==> src/rtl/ptick_pkg.sv <==
package ptick_pkg;
    localparam int DATA_W   = 32;
    localparam int ADDR_W   = 5;
    localparam int CNT_W    = 20;
    localparam int ICNT_W   = 12;
    localparam int RUN_BIT  = 24;
    localparam int IEN_BIT  = 25;
    localparam int ICNT_LSB = DATA_W - ICNT_W;

    localparam logic [ADDR_W-1:0] OFS_CTRL  = 5'h00;
    localparam logic [ADDR_W-1:0] OFS_STAT  = 5'h04;
    localparam logic [ADDR_W-1:0] OFS_ACK   = 5'h08;
    localparam logic [ADDR_W-1:0] OFS_SNAP  = 5'h0C;

    typedef struct packed {
        logic             ien;
        logic             run;
        logic [CNT_W-1:0] period;
    } ctrl_t;

    function automatic logic [DATA_W-1:0] pack_ctrl(input ctrl_t c);
        logic [DATA_W-1:0] w;
        w = '0;
        w[CNT_W-1:0] = c.period;
        w[RUN_BIT]   = c.run;
        w[IEN_BIT]   = c.ien;
        return w;
    endfunction

    function automatic ctrl_t unpack_ctrl(input logic [DATA_W-1:0] w);
        ctrl_t c;
        c.period = w[CNT_W-1:0];
        c.run    = w[RUN_BIT];
        c.ien    = w[IEN_BIT];
        return c;
    endfunction

    function automatic logic [DATA_W-1:0] pack_count(
        input logic [ICNT_W-1:0] icnt, input logic [CNT_W-1:0] cnt);
        logic [DATA_W-1:0] w;
        w = '0;
        w[DATA_W-1:ICNT_LSB] = icnt;
        w[CNT_W-1:0]         = cnt;
        return w;
    endfunction
endpackage

==> src/rtl/ptick_ctrl_reg.sv <==
module ptick_ctrl_reg
    import ptick_pkg::*;
(
    input  logic              clk,
    input  logic              rst,
    input  logic              wr_en,
    input  logic [DATA_W-1:0] wdata,
    output ctrl_t             ctrl
);
    always_ff @(posedge clk) begin
        if (rst)        ctrl <= '0;
        else if (wr_en) ctrl <= unpack_ctrl(wdata);
    end
endmodule

==> src/rtl/ptick_counter.sv <==
module ptick_counter #(
    parameter int W = 20
) (
    input  logic         clk,
    input  logic         rst,
    input  logic         run,
    input  logic [W-1:0] period,
    output logic [W-1:0] cnt,
    output logic         wrap
);
    assign wrap = run && (cnt >= period);

    always_ff @(posedge clk) begin
        if (rst || !run) cnt <= '0;
        else if (wrap)   cnt <= '0;
        else             cnt <= cnt + 1'b1;
    end
endmodule

==> src/rtl/ptick_accum.sv <==
module ptick_accum #(
    parameter int W = 12
) (
    input  logic         clk,
    input  logic         rst,
    input  logic         wrap,
    input  logic         ack,
    output logic [W-1:0] icnt,
    output logic         pending
);
    localparam logic [W-1:0] ICNT_MAX = '1;

    logic [W-1:0] icnt_inc;
    assign icnt_inc = (icnt == ICNT_MAX) ? ICNT_MAX : icnt + 1'b1;

    always_ff @(posedge clk) begin
        if (rst) begin
            icnt    <= '0;
            pending <= 1'b0;
        end else if (wrap) begin
            icnt    <= ack ? W'(1) : icnt_inc;
            pending <= 1'b1;
        end else if (ack) begin
            icnt    <= '0;
            pending <= 1'b0;
        end
    end
endmodule

==> src/rtl/ptick_timer.sv <==
module ptick_timer
    import ptick_pkg::*;
(
    input  logic              clk,
    input  logic              rst,
    input  logic [ADDR_W-1:0] bus_addr,
    input  logic              bus_wr,
    input  logic              bus_rd,
    input  logic [DATA_W-1:0] bus_wdata,
    output logic [DATA_W-1:0] bus_rdata,
    output logic              irq
);
    ctrl_t             ctrl;
    logic [CNT_W-1:0]  cnt;
    logic              wrap;
    logic [ICNT_W-1:0] icnt;
    logic              pending;
    logic              ctrl_wr;
    logic              ack;

    assign ctrl_wr = bus_wr && (bus_addr == OFS_CTRL);
    assign ack     = bus_rd && (bus_addr == OFS_ACK);

    ptick_ctrl_reg u_ctrl (
        .clk(clk), .rst(rst), .wr_en(ctrl_wr), .wdata(bus_wdata), .ctrl(ctrl)
    );

    ptick_counter #(.W(CNT_W)) u_cnt (
        .clk(clk), .rst(rst), .run(ctrl.run), .period(ctrl.period),
        .cnt(cnt), .wrap(wrap)
    );

    ptick_accum #(.W(ICNT_W)) u_acc (
        .clk(clk), .rst(rst), .wrap(wrap), .ack(ack),
        .icnt(icnt), .pending(pending)
    );

    always_comb begin
        bus_rdata = '0;
        if (bus_rd) begin
            case (bus_addr)
                OFS_CTRL: bus_rdata = pack_ctrl(ctrl);
                OFS_STAT: bus_rdata = DATA_W'(pending);
                OFS_ACK,
                OFS_SNAP: bus_rdata = pack_count(icnt, cnt);
                default:  bus_rdata = '0;
            endcase
        end
    end

    assign irq = pending && ctrl.ien;
endmodule

==> config.mk <==
export PLATFORM = sky130hd
export DESIGN_NAME = ptick_timer
export DESIGN_NICKNAME = d
export VERILOG_FILES = /design/src/rtl/ptick_pkg.sv /design/src/rtl/ptick_ctrl_reg.sv /design/src/rtl/ptick_counter.sv /design/src/rtl/ptick_accum.sv /design/src/rtl/ptick_timer.sv
export SDC_FILE = /design/constraint.sdc
export NUM_CORES = 1
export LEC_CHECK = 0
export ABC_AREA = 1
export BUFFER_PORTS_ARGS = -buffer_cell sky130_fd_sc_hd__buf_2
export CAP_MARGIN = 20
export CORE_ASPECT_RATIO = 1.1
export CORE_MARGIN = 2
export CORE_UTILIZATION = 50
export CTS_CLUSTER_DIAMETER = 60
export DETAILED_ROUTE_END_ITERATION = 10
export GPL_ROUTABILITY_DRIVEN = 0
export PLACE_DENSITY_LB_ADDON = 0.08
export SLEW_MARGIN = 40
export SYNTH_ARGS = -nofsm -noshare
export SYNTH_HDL_FRONTEND = slang
export SYNTH_SLANG_ARGS = --single-unit
==> constraint.sdc <==
create_clock -name clk -period 2.43 [get_ports clk]
set_input_delay 0.486 -clock clk [delete_from_list [all_inputs] [get_ports clk]]
set_output_delay 0.486 -clock clk [all_outputs]
set_load 0.005 [all_outputs]
==> flow_metrics.env <==
export IMPL_status="complete, no violations"
export IMPL_fin_ws_ns=0.2057
export IMPL_placementRows=32
export IMPL_drive_gt1_frac=0.1919
export IMPL_fin_tns_setup_ns=0
export IMPL_max_slew_worst_pin_slew_ns=0.5514
export IMPL_p_leak_nw=1.932
export IMPL_wl_um=8467
export IMPL_htreeDepth=2
export IMPL_fin_cells=653
export IMPL_cts_setup_buffers=0
export IMPL_dieArea_um2=7714
export IMPL_num_vias=3386
export IMPL_io_pins=74
export IMPL_synthesis_nets=566
export IMPL_whs_ns=0.3991
export IMPL_regToRegSetupSlack_ns=0.32
export IMPL_cts_root_buf="clkbuf_8"
export IMPL_p_per_area_nw_per_um2=381.4
export IMPL_ant_nets=0
export IMPL_total_power_mw=1.549
export IMPL_hold_path_class="in2reg"
export IMPL_drt_iter0_markers=153
export IMPL_slowest_delay_ns=0.21
export IMPL_grt_pass1_wl_um=15050
export IMPL_dp_worst_setup_slack_ns=0.1121
export IMPL_final_common_cell="nor2_1"
export IMPL_required_ns=1.94
export IMPL_drc=0
export IMPL_crit_type="in2out"
export IMPL_cts_tree="built"
export IMPL_drt_first_pass_iters=5
export IMPL_cts_made_buffers=5
export IMPL_grt_usage=0.2375
export IMPL_crit_chain="buf_2 > nor2_1 > nand2_1 > nor2_1 > buf_12 > clkinvlp_4 > nor3_1 > buf_2"
export IMPL_switching_share=0.2508
export IMPL_yosys_warnings=0
export IMPL_slew_violations=0
export IMPL_cts_buffer_depth=2
export IMPL_drv_cap=0
export IMPL_portBuffers=63
export IMPL_clk_pin_slew_ns=0.10
export IMPL_first_global_vias=3364
export IMPL_dp_cells=645
export IMPL_clk_latency_ns=0.31
export IMPL_relSlewSlack=0.6295
export IMPL_syn_area_um2=3513
export IMPL_n_antenna_cell=0
export IMPL_seq_area_frac_synth=0.3134
export IMPL_finalCritPeriodShare=0.9154
export IMPL_antenna_found_initial=0
export IMPL_crit_path_max_fanout=24
export IMPL_final_cell_mix="nor2_1, nand2_1, inv_1, buf_2, dfxtp_1"
export IMPL_dp_hpwl_um=6377
export IMPL_grt_setup_unrepaired="false"
export IMPL_p_seq_frac=0.591
export IMPL_vdd_drop_max_uv=226.3
export IMPL_internal_power_mw=1.161
export IMPL_core_region_area_um2=6927
export IMPL_fillers=681
export IMPL_syn2layout_area_growth_pct=15.63
export IMPL_fp_dieH_um=91.92
export IMPL_overflow=0
export IMPL_avgViaCountPerCell=5.185
export IMPL_setup_violations_final=0
export IMPL_fin_worst_skew_ns=0.005746
export IMPL_slowest_stage="buf_12"
export IMPL_worstPathArrival_ns=1.74
export IMPL_min_period_ns=2.224
export IMPL_syn_area_per_cell_um2=6.985
export IMPL_initial_core_util=0.5072
export IMPL_pwr_share_clk=0.327
export IMPL_netSwitchingPower_uw=388.6
export IMPL_hold_viol=0
export IMPL_routedWlPerCell_um=12.97
export IMPL_die_x_um=83.93
export IMPL_syn_inst=503
export IMPL_synth_seq_cells=55
export IMPL_critPathLaunchType="input port"
export IMPL_clock_sinks=55
export IMPL_final_area_um2=4063
export IMPL_fin_util=0.5865
export IMPL_synth_cell_type_count=34
export IMPL_dpl_cell_area_um2=3978
export IMPL_grt_max_degree=43
export IMPL_nNetsFinal=630
export IMPL_combPwrFrac=0.082
export IMPL_max_freq_ghz=0.4496
export IMPL_endpoint_kind="output port"
worst max-delay path: cells and delay by family:
family / cells / cell delay (ns)
buf+inv: 4 / 0.64
simple gates: 4 / 0.61
logic make-up (layout without fill, tap and decap cells):
kind of cell | after synthesis | after routing | synth area share
buffers and inverters | 90 | 155 | 0.1033
AND/OR/NAND/NOR | 237 | 237 | 0.3177
adder cells (fa/ha/maj) | 22 | 22 | 0.07835
flip-flops | 55 | 55 | 0.3134
AO/OA/AOI/OAI | 73 | 73 | 0.1225
XOR/XNOR | 26 | 26 | 0.06482
registers in the layout (all words and copies together), names as in the netlist:
| register | cells |
|---|---|
| u_ctrl.ctrl | 22 |
| u_cnt.cnt | 20 |
| u_acc.pending | 1 |
| u_acc.icnt | 12 |
cells in the mapped netlist (all sizes together):
library cell,instances,area (µm²)
a221oi,1,8.760
nor2,97,411.6
o21ai,23,115.1
nand3b,1,7.510
dfxtp,55,1101
xnor2,11,96.34
a21o,1,7.510
or2,1,6.260
nand4,14,115.1
o21bai,1,7.510
nand3,19,120.1
ha,22,275.3
xor2,15,131.4
buf,12,70.06
inv,69,259.0
clkinv,1,3.750
nor3,18,111.4
nand2,87,344.1
a22oi,21,157.7
a21oi,26,133.9
clkbuf,8,30.03
routing by layer:
| layer | global-route usage | share of wire | up-vias |
|---|---|---|---|
| met1 | 0.2775 | 0.42 | 1563 |
| met4 | 0.08065 | 0.019 | 0 |
| met5 | 0 | 0 | - |
| met2 | 0.4413 | 0.52 | 67 |
| li1 | - | - | 1743 |
| met3 | 0.03330 | 0.037 | 13 |
power groups by stage:
stage	registers (mW)	logic, mW	clock network, mW
3_3_place_gp	0.936	0.125	0
6_report	0.915	0.127	0.507
5_1_grt	0.917	0.146	0.553
2_1_floorplan	0.934	0.0773	0
4_1_cts	0.915	0.128	0.522
3_5_place_dp	0.936	0.127	0
what timing repair did:
action / 4_1_cts / 5_1_grt
endpoints found under the setup margin: 0 / 9
gates resized for setup: 0 / 1
hold buffers: 0 / 0
final cells by class:
type,instances,area [µm²],area share
multi-input combinational,358,2049,0.5045
sequential,55,1101,0.2710
timing repair buffer,77,457.9,0.1127
inverter,70,266.5,0.06560
tap,85,106.4,0.02618
clock buffer,7,76.32,0.01879
clock inverter,1,5.005,0.001232
final timing paths:
kind                                 from                      endpoint  cells past startpoint
max                           bus_addr[1]                 bus_rdata[29]                      8
min reg2reg  u_ctrl.ctrl[18]$_SDFFE_PP0P_  u_ctrl.ctrl[18]$_SDFFE_PP0P_                      2
min                                   rst    u_acc.pending$_SDFFE_PP0P_                      2
max reg2reg      u_cnt.cnt[11]$_SDFF_PP0_      u_cnt.cnt[12]$_SDFF_PP0_                     10
Note: power is estimated with default switching activity, not from simulation.
